===== src/rtl/prd_dma_engine.sv =====
module prd_dma_engine #(
  parameter int ADDR_W     = 32,
  parameter int BUF_W      = 16,
  parameter int PAGE_BYTES = 4096
) (
  input  logic              clk,
  input  logic              rst_n,
  input  logic              start,
  input  logic              fresh,
  input  logic [ADDR_W-1:0] table_base,
  input  logic              to_mem,
  input  logic [BUF_W-1:0]  xfer_bytes,
  output logic              busy,
  output logic              done,
  output logic              done_more,
  output logic              mem_req_valid,
  input  logic              mem_req_ready,
  output logic              mem_req_we,
  output logic [ADDR_W-1:0] mem_req_addr,
  output logic [3:0]        mem_req_be,
  output logic [31:0]       mem_req_wdata,
  input  logic              mem_rsp_valid,
  input  logic [31:0]       mem_rsp_data,
  output logic [BUF_W-1:0]  dev_idx,
  output logic              dev_we,
  output logic [7:0]        dev_wdata,
  input  logic [7:0]        dev_rdata
);

  localparam int LEN_W = 17;
  localparam logic [LEN_W-1:0] LEN_MAX = LEN_W'(65536);
  localparam logic [ADDR_W-1:0] PAGE_LIM = ADDR_W'(PAGE_BYTES);

  typedef enum logic [3:0] {
    S_IDLE, S_EVAL, S_DREQ, S_DWAIT, S_RREQ, S_RWAIT, S_SCAT, S_GATH, S_WREQ
  } st_t;

  st_t               state;
  logic [ADDR_W-1:0] base_r, fptr, rg_addr;
  logic [LEN_W-1:0]  rg_len;
  logic              rg_last, dir_r, half, done_r, more_r;
  logic [BUF_W-1:0]  buf_size, buf_idx;
  logic [1:0]        bpos;
  logic [31:0]       wbuf;

  logic [BUF_W-1:0]  buf_left;
  logic [2:0]        room, n_rg, beat_n;
  logic [1:0]        lane;
  logic              last_byte, past_page;
  logic [15:0]       raw_len;
  logic [LEN_W-1:0]  dec_len;
  logic [3:0]        be_mask;

  assign buf_left  = buf_size - buf_idx;
  assign room      = 3'd4 - {1'b0, rg_addr[1:0]};
  assign n_rg      = (rg_len < LEN_W'(room)) ? rg_len[2:0] : room;
  assign beat_n    = (buf_left < BUF_W'(n_rg)) ? buf_left[2:0] : n_rg;
  assign lane      = rg_addr[1:0] + bpos;
  assign last_byte = ({1'b0, bpos} == beat_n - 3'd1);
  assign past_page = (fptr - base_r) >= PAGE_LIM;
  assign raw_len   = {mem_rsp_data[15:1], 1'b0};
  assign dec_len   = (raw_len == 16'd0) ? LEN_MAX : {1'b0, raw_len};

  always_comb begin
    for (int k = 0; k < 4; k++)
      be_mask[k] = (3'(k) >= {1'b0, rg_addr[1:0]}) &&
                   (3'(k) <  {1'b0, rg_addr[1:0]} + beat_n);
  end

  assign mem_req_valid = (state == S_DREQ) || (state == S_RREQ) || (state == S_WREQ);
  assign mem_req_we    = (state == S_WREQ);
  assign mem_req_addr  = (state == S_DREQ) ? fptr + (half ? ADDR_W'(4) : ADDR_W'(0))
                                           : {rg_addr[ADDR_W-1:2], 2'b00};
  assign mem_req_be    = (state == S_DREQ) ? 4'hF : be_mask;
  assign mem_req_wdata = wbuf;
  assign dev_idx       = buf_idx + BUF_W'(bpos);
  assign dev_we        = (state == S_SCAT);
  assign dev_wdata     = 8'(wbuf >> {lane, 3'b000});
  assign busy          = (state != S_IDLE);
  assign done          = done_r;
  assign done_more     = more_r;

  always_ff @(posedge clk) begin
    if (!rst_n) begin
      state    <= S_IDLE;
      base_r   <= '0;
      fptr     <= '0;
      rg_addr  <= '0;
      rg_len   <= '0;
      rg_last  <= 1'b0;
      dir_r    <= 1'b0;
      half     <= 1'b0;
      done_r   <= 1'b0;
      more_r   <= 1'b0;
      buf_size <= '0;
      buf_idx  <= '0;
      bpos     <= '0;
      wbuf     <= '0;
    end else begin
      done_r <= 1'b0;
      case (state)
        S_IDLE: if (start) begin
          if (fresh) begin
            rg_addr <= '0;
            rg_len  <= '0;
            rg_last <= 1'b0;
            fptr    <= table_base;
            base_r  <= table_base;
          end
          buf_size <= xfer_bytes;
          buf_idx  <= '0;
          dir_r    <= to_mem;
          state    <= S_EVAL;
        end
        S_EVAL: begin
          bpos <= '0;
          if (buf_idx >= buf_size) begin
            done_r <= 1'b1;
            more_r <= 1'b1;
            state  <= S_IDLE;
          end else if (rg_len == '0) begin
            if (rg_last || past_page) begin
              done_r <= 1'b1;
              more_r <= 1'b0;
              state  <= S_IDLE;
            end else begin
              half  <= 1'b0;
              state <= S_DREQ;
            end
          end else begin
            state <= dir_r ? S_GATH : S_RREQ;
          end
        end
        S_DREQ: if (mem_req_ready) state <= S_DWAIT;
        S_DWAIT: if (mem_rsp_valid) begin
          if (!half) begin
            rg_addr <= ADDR_W'(mem_rsp_data);
            half    <= 1'b1;
            state   <= S_DREQ;
          end else begin
            rg_len  <= dec_len;
            rg_last <= mem_rsp_data[31];
            fptr    <= fptr + ADDR_W'(8);
            state   <= S_EVAL;
          end
        end
        S_RREQ: if (mem_req_ready) state <= S_RWAIT;
        S_RWAIT: if (mem_rsp_valid) begin
          wbuf  <= mem_rsp_data;
          state <= S_SCAT;
        end
        S_SCAT: begin
          if (last_byte) begin
            rg_addr <= rg_addr + ADDR_W'(beat_n);
            rg_len  <= rg_len - LEN_W'(beat_n);
            buf_idx <= buf_idx + BUF_W'(beat_n);
            state   <= S_EVAL;
          end else begin
            bpos <= bpos + 2'd1;
          end
        end
        S_GATH: begin
          wbuf[{lane, 3'b000} +: 8] <= dev_rdata;
          if (last_byte) state <= S_WREQ;
          else           bpos  <= bpos + 2'd1;
        end
        S_WREQ: if (mem_req_ready) begin
          rg_addr <= rg_addr + ADDR_W'(beat_n);
          rg_len  <= rg_len - LEN_W'(beat_n);
          buf_idx <= buf_idx + BUF_W'(beat_n);
          state   <= S_EVAL;
        end
        default: state <= S_IDLE;
      endcase
    end
  end

endmodule


===== config.mk =====
export PLATFORM = sky130hd
export DESIGN_NAME = prd_dma_engine
export DESIGN_NICKNAME = d
export VERILOG_FILES = /design/src/rtl/prd_dma_engine.sv
export SDC_FILE = /design/constraint.sdc
export NUM_CORES = 1
export LEC_CHECK = 0
export CAP_MARGIN = 20
export CELL_PAD_IN_SITES_DETAIL_PLACEMENT = 1
export CELL_PAD_IN_SITES_GLOBAL_PLACEMENT = 1
export CORE_ASPECT_RATIO = 0.5
export CORE_MARGIN = 2
export CORE_UTILIZATION = 45
export CTS_BUF_LIST = sky130_fd_sc_hd__clkbuf_4 sky130_fd_sc_hd__clkbuf_8
export DETAILED_ROUTE_END_ITERATION = 12
export PLACE_DENSITY = 0.95
export SETUP_SLACK_MARGIN = 0.05
export SLEW_MARGIN = 30
export SYNTH_ARGS = -nofsm -noshare
export SYNTH_HDL_FRONTEND = slang
export SYNTH_SLANG_ARGS = --single-unit

===== constraint.sdc =====
create_clock -name clk -period 14.6 [get_ports clk]
set_input_delay 2.92 -clock clk [delete_from_list [all_inputs] [get_ports clk]]
set_output_delay 2.92 -clock clk [all_outputs]
set_load 0.1 [all_outputs]

== Word level (Yosys, flattened, before mapping) ==
Cells that the tools add are included.
Word-level totals
  register bits after elaboration: 188
  input bits: 95
  logic and storage cells: 161
Cells by class
  mux-type cells: 64
  order comparisons: 11
  eq/ne operators: 24
  reductions and logical operators: 31
  shift operators: 3
  add/sub/neg operators: 14
Operators by type and width (number)
  32-bit 2-to-1 mux: 12
  32-bit case mux with 2 select lines: 2
  32-bit case mux with 4 select lines: 1
  17-bit 2-to-1 mux: 7
  17-bit case mux with 4 select lines: 1
  32-bit by 3-bit adder with 32-bit output: 2
  16-bit 2-to-1 mux: 3
  16-bit case mux with 3 select lines: 1
  4-bit 2-to-1 mux: 11
  4-bit case mux with 9 select lines: 1
  32-bit by 4-bit adder with 32-bit output, second input constant: 1
  32-bit bitwise mux: 1
  32-bit by 13-bit greater-or-equal comparator with 1-bit output, second input constant: 1
  8-bit by 7-bit variable shift with 32-bit output, first input constant: 1
  8-bit by 7-bit indexed part select with 32-bit output: 1
  32-bit by 5-bit >> shifter with 8-bit output: 1
  32-bit subtractor: 1
  2-bit inequality test, second input constant: 14
  17-bit zero test: 1
  17-bit by 3-bit < comparator with 1-bit output: 1
  17-bit by 3-bit subtractor with 17-bit output: 1
  16-bit by 2-bit adder with 16-bit output: 1
  16-bit by 3-bit adder with 16-bit output: 1
  4-bit by 3-bit == test with 1-bit output, second input constant: 4
  other kinds (37): 76

== Logic depth before layout (Yosys ltp) ==
  depth in word-level cells: 9
  depth in mapped cells: 30
  gate-level depth less buffers: 30

== Least setup slack after synthesis ==
No wires, ideal clock.
  path type: register to output
  start: register rg_addr[0]
  end: output mem_req_be[2]
  buffers on the path: 0
  path slack: 4.883 ns
  data arrival time: 6.797 ns
  data required time: 11.680 ns
  cell stages (with the launch flop): 23
  cells stage by stage: dfxtp_1 > inv_1 > ha_1 > inv_1 > ha_1 > o21ai_0 > a31oi_1 > nor3_2 > mux2i_1 > ha_1 > nor2b_1 > o21ai_0 > o211ai_1 > or3_1 > nor4b_2 > nand4_2 > or2_2 > mux2i_1 > ha_1 > inv_1 > fa_1 > xor2_1 > o21ai_0
Between the ends
  cells in the longest elaborated chain, start to end: 9
  elaborated cells on any way between the ends: 10
  those cells by class: add/sub: 2; order compare: 4; mux: 3; reduce/logical: 1
Ends and longest elaborated chain
  start, declared: RTL line 39  | logic [ADDR_W-1:0] base_r, fptr, rg_addr;
  start signal, assigned: RTL line 137  | rg_addr <= ADDR_W'(mem_rsp_data);
  start signal, assigned: RTL line 154  | rg_addr <= rg_addr + ADDR_W'(beat_n);
  start signal, assigned: RTL line 168  | rg_addr <= rg_addr + ADDR_W'(beat_n);
  3-bit by 2-bit subtractor with 3-bit output: RTL line 55  | assign room = 3'd4 - {1'b0, rg_addr[1:0]};
  17-bit by 3-bit < comparator with 1-bit output: RTL line 56  | assign n_rg = (rg_len < LEN_W'(room)) ? rg_len[2:0] : room;
  3-bit 2-to-1 mux: RTL line 56
  16-bit by 3-bit < comparator with 1-bit output: RTL line 57  | assign beat_n = (buf_left < BUF_W'(n_rg)) ? buf_left[2:0] : n_rg;
  3-bit 2-to-1 mux: RTL line 57
  2-bit by 3-bit adder with 3-bit output: RTL line 67  | (3'(k) < {1'b0, rg_addr[1:0]} + beat_n);
  2-bit by 3-bit < comparator with 1-bit output: RTL line 67
  1-bit logical AND *: RTL line 66  | be_mask[k] = (3'(k) >= {1'b0, rg_addr[1:0]}) &&
  4-bit 2-to-1 mux *: RTL line 74  | assign mem_req_be = (state == S_DREQ) ? 4'hF : be_mask;
  end, declared: RTL line 20  | output logic [3:0] mem_req_be,
Mark *: on every way between the ends. The rest lies on a longest branch, timed or not.

== Worst setup path in the final report ==
  start: register rg_addr[0]
  end: output mem_req_be[0]
Between the ends
  cells in the longest elaborated chain, start to end: 9
  elaborated cells on any way between the ends: 10
  those cells by class: add/sub: 2; order compare: 4; mux: 3; reduce/logical: 1
Ends and longest elaborated chain (RTL line)
  3-bit by 2-bit subtractor with 3-bit output: 55
  17-bit by 3-bit < comparator with 1-bit output: 56
  3-bit 2-to-1 mux: 56
  16-bit by 3-bit < comparator with 1-bit output: 57
  3-bit 2-to-1 mux: 57
  2-bit by 3-bit adder with 3-bit output: 67
  1-bit by 3-bit < comparator with 1-bit output: 67
  1-bit logical AND *: 66
  4-bit 2-to-1 mux *: 74
Marks and branches as above.

==> results.txt <==
----------------------------------------------------
[Status]
  Status ... finished clean

[Yosys]
  Average size of a mapped cell ... about 7.2 um2
  Fraction of post-synthesis cell area in the top cell type by area ... 0.269
  Seq cells post-synth ... 188
  Number of unique standard cell types used by synthesis ... 84
  Portion of the post-synthesis area used by sequential elements ... 0.269
  Top post-synthesis cells by area ... sky130_fd_sc_hd__dfxtp_1 27%, sky130_fd_sc_hd__a21oi_1 7.6%, sky130_fd_sc_hd__nand2_1 7.5%
  Top FF cell, synth ... sky130_fd_sc_hd__dfxtp_1
  Number of flops mapped to enable cells by yosys ... 0
  Synth Instances ... 1,933
  Synth Cell Area ... 14,000 um2
  Proportion of register bits with asynchronous set or reset after synthesis ... 0
  Number of warning messages in the yosys log ... 0
  Cell taking the most area after synthesis ... sky130_fd_sc_hd__dfxtp_1
  Synthesized Nets ... 2,109

[Cells and area]
  Most frequent standard cell in the layout excluding fill and tap cells ... sky130_fd_sc_hd__nand2_1
  Post-layout net count ... approximately 2,200
  Most frequent cells in the layout ... 277 x sky130_fd_sc_hd__nand2_1, 230 x sky130_fd_sc_hd__nor2_1, 213 x sky130_fd_sc_hd__a21oi_1, 191 x sky130_fd_sc_hd__clkdlybuf4s50_1, 188 x sky130_fd_sc_hd__dfxtp_1
  Filler instances ... 3,833
  Final core utilization ... 0.543
  Synthesis-to-layout area growth ... 18.4%
  Share of post-route cells with drive strength above 1 ... 0.0506

[STA]
  Period Utilization, post-route ... 0.707
  Total negative setup slack ... 0 ns
  Actual transition at the worst max-transition pin ... approximately 1.1 ns
  Final Slew Violations ... 0
  Unrepaired setup endpoints after global routing ... false
  Final hold viol count ... 0
  Largest clock skew in the final design ... between 0.02 and 0.025 ns
  Fmax ... 0.0969 GHz
  Number of setup violations in the final report ... 0
  Final worst path period need ... 10.32 ns
  Relative slew slack ... 0.295

[Floorplan]
  Initial standard-cell utilization of the core ... 0.459
  # rows ... 45
  Overall die width ... 253 um
  Die outline height ... 129 um
  Core region area ... a little over 30,000 um2
  Overall die area ... 32,600 um2
  IO Pins ... 193

[Clocking]
  Buffer levels on the longest clock path ... 2
  CTS Sinks ... 188
  Number of buffers inserted during clock tree synthesis ... 17
  Clock root buffer master ... sky130_fd_sc_hd__clkbuf_8
  CTS clk-pin slew, worst paths ... 0.10 ns
  Latest clock arrival within the worst-skew pair ... 0.53 ns
  # H-tree levels ... 4
  Setup Fix Bufs, Post-CTS ... 0
  CTS tree ... built
  Number of resized instances in the post-cts repair step ... 0
  Number of buffers inserted for hold repair after clock tree synthesis ... 0

[Routing]
  Detail-routed net length per standard cell ... 23.2 um
  Vias per inst ... 6.45
  Starting DRC count in detailed routing ... 1,790
  Drt total wl ... slightly below 60,000 um
  # DRC ... 0
  TritonRoute pass-1 iters ... 5
  Vias ... approximately 16,000
  Remaining number of nets flagged by the antenna check after routing ... 0

[Critical path]
  Max stage delay cell, worst path ... sky130_fd_sc_hd__clkdlybuf4s50_1
  Req. time, crit path ... 11.68 ns
  Arrival time at the worst endpoint ... 7.40 ns
  Critical path start-end classification ... reg -> out
  Largest stage delay, worst path ... 1.16 ns
  Critical-path maximum fanout ... 7
  Launching element type of the critical path ... flop
  Worst-case reg-to-reg path depth ... 30
  Cell-by-cell trace of the critical path ... inv_1, ha_1, inv_1, ha_1, o21ai_0, a31oi_1, nor3_2, mux2i_1, ha_1, nor2b_1, o21ai_0, o211ai_1, or3_1, nor4b_2, nand4_2, or2_2, mux2i_1, ha_1, inv_1, fa_1, nor3b_1, a22oi_1, clkdlybuf4s50_1
  Endpoint type of the worst setup path ... output port
  Endpoint of the lowest-slack register-to-register path ... rg_addr[28]$_SDFFE_PN0P_
  Largest delay share family, worst path ... simple AND/OR/NAND/NOR gates
  Setup slack of the most critical reg-to-reg path ... 6.95 ns
  Number of buffers and inverters on the critical path ... 4
  Reg-to-reg critical path startpoint ... rg_addr[0]$_SDFFE_PN0P_
  Worst path most repeated cell ... sky130_fd_sc_hd__ha_1

[Hold path]
  Worst Hold Path EP ... base_r[18]$_SDFFE_PN0P_
  Hold wc startpoint ... base_r[18]$_SDFFE_PN0P_
  Number of stages on the worst hold path ... 2
  Worst Hold Class ... reg -> reg

[Pwr]
  Max VDD drop ... roughly 130 uV
  Total power density per cell area ... ~140 nW/um2
  Leakage power figure ... 0.00606 uW

[Placement]
  Post-DP HPWL ... around 43,000 um
  Buffers on Ports ... approximately 190
  GPL Wtd Cong ... 0.953

[Run]
  Max_cap viols ... 0

[GRT]
  Combined global-route utilization of all metal layers ... 0.347
  Largest net degree at the start of global routing ... 84
  Antenna violations before repair ... 1
  Gr ovfl total ... 0
  Vias in the first global route ... 15,800
  Wire length of the first global-routing pass ... 88,900 um

----------------------------------------------------
## logic make-up (layout without fill, tap and decap cells)
group	after synthesis	count (layout)	synth area share
DFF	188	188	0.269
and+or+nand+nor	767	767	0.246
adders and majority gates	81	81	0.0757
buffers and inverters	212	336	0.0599
muxes	27	27	0.0269
xor gates and xnor gates	86	86	0.0539
AOI/OAI and AO/OA	572	572	0.269
other	0	2	0
## area by class of cell
type	count	area, um2	share of cell area
diodes	2	5.00	0.000302
clock buffers	18	248	0.0150
inverters	95	359	0.0217
well taps	423	529	0.0320
flip-flops and latches	188	3760	0.227
multi-input cells	1533	9440	0.570
clock inverters	13	113	0.00680
repair buffers	210	2100	0.127
## worst max path at each step
stage                                  startpoint             to  cells past startpoint
after CTS                 rg_addr[0]$_SDFFE_PN0P_  mem_req_be[0]                     23
after global placement    rg_addr[0]$_SDFFE_PN0P_  mem_req_be[0]                     23
after global routing      rg_addr[0]$_SDFFE_PN0P_  mem_req_be[2]                     23
after detailed placement  rg_addr[0]$_SDFFE_PN0P_  mem_req_be[1]                     23
final                     rg_addr[0]$_SDFFE_PN0P_  mem_req_be[0]                     23
after floorplan           rg_addr[0]$_SDFFE_PN0P_  mem_req_be[2]                     22
## worst register-to-register path, delay by kind of cell, from the launching register on
| family | cells | cell delay [ns] |
|---|---|---|
| compound gates | 8 | 1.33 |
| fa+ha+maj | 5 | 1.57 |
| buf+inv | 3 | 0.23 |
| flops | 1 | 0.50 |
| mux | 2 | 0.73 |
| simple gates | 12 | 3.21 |
## synthesized netlist by cell type (all sizes together) (9+ instances only)
| master | number |
|---|---|
| o31ai | 23 |
| o21a | 10 |
| buf | 31 |
| nand4 | 26 |
| a21o | 21 |
| clkbuf | 86 |
| nor2 | 232 |
| o21ai | 87 |
| a21oi | 214 |
| nor3 | 40 |
| nor4 | 15 |
| a31oi | 21 |
| a2111oi | 9 |
| and3 | 29 |
| ha | 75 |
| o22ai | 15 |
| o211ai | 20 |
| nand2 | 278 |
| a311oi | 18 |
| and2 | 11 |
| nand2b | 13 |
| xnor2 | 45 |
| inv | 95 |
| xor2 | 41 |
| a22oi | 41 |
| nand3 | 80 |
| or3 | 9 |
| a211oi | 31 |
| dfxtp | 188 |
| mux2i | 15 |
## per-stage QoR
step                setup slack [ns]  total power, uW  instance area (um2)  cells  hold WS [ns]
global route                    3.86             2500                16500   2481         0.491
CTS                             4.32             2360                16500   2479         0.466
global placement                5.05             1960                16100   2446         0.442
detailed placement              4.92             2010                16200   2448         0.451
floorplan                       4.88             1640                14000   1933         0.428
finish                          4.28             2390                16500   2482         0.465
## metal layers
| layer | part of all wire | vias up | global-route usage |
|---|---|---|---|
| met5 | 0 | - | 0 |
| li1 | - | 7157 | - |
| met1 | 0.43 | 7931 | 0.470 |
| met3 | 0.079 | 163 | 0.0530 |
| met2 | 0.46 | 755 | 0.563 |
| met4 | 0.031 | 0 | 0.127 |
## where the power goes
group | internal, uW | switching, uW
Sequential | 550 | 54.5
Clock | 126 | 224
Combinational | 442 | 992
Total | 1120 | 1270
## state kept, by name, summed over array words and instances, names as in the netlist
register / cells
base_r: 32
bpos: 2
buf_idx: 16
buf_size: 16
dir_r: 1
done: 1
done_more: 1
fptr: 32
half: 1
mem_req_wdata: 32
rg_addr: 32
rg_last: 1
rg_len: 17
state: 4
No activity file was read; power rests on OpenSTA's default activity.
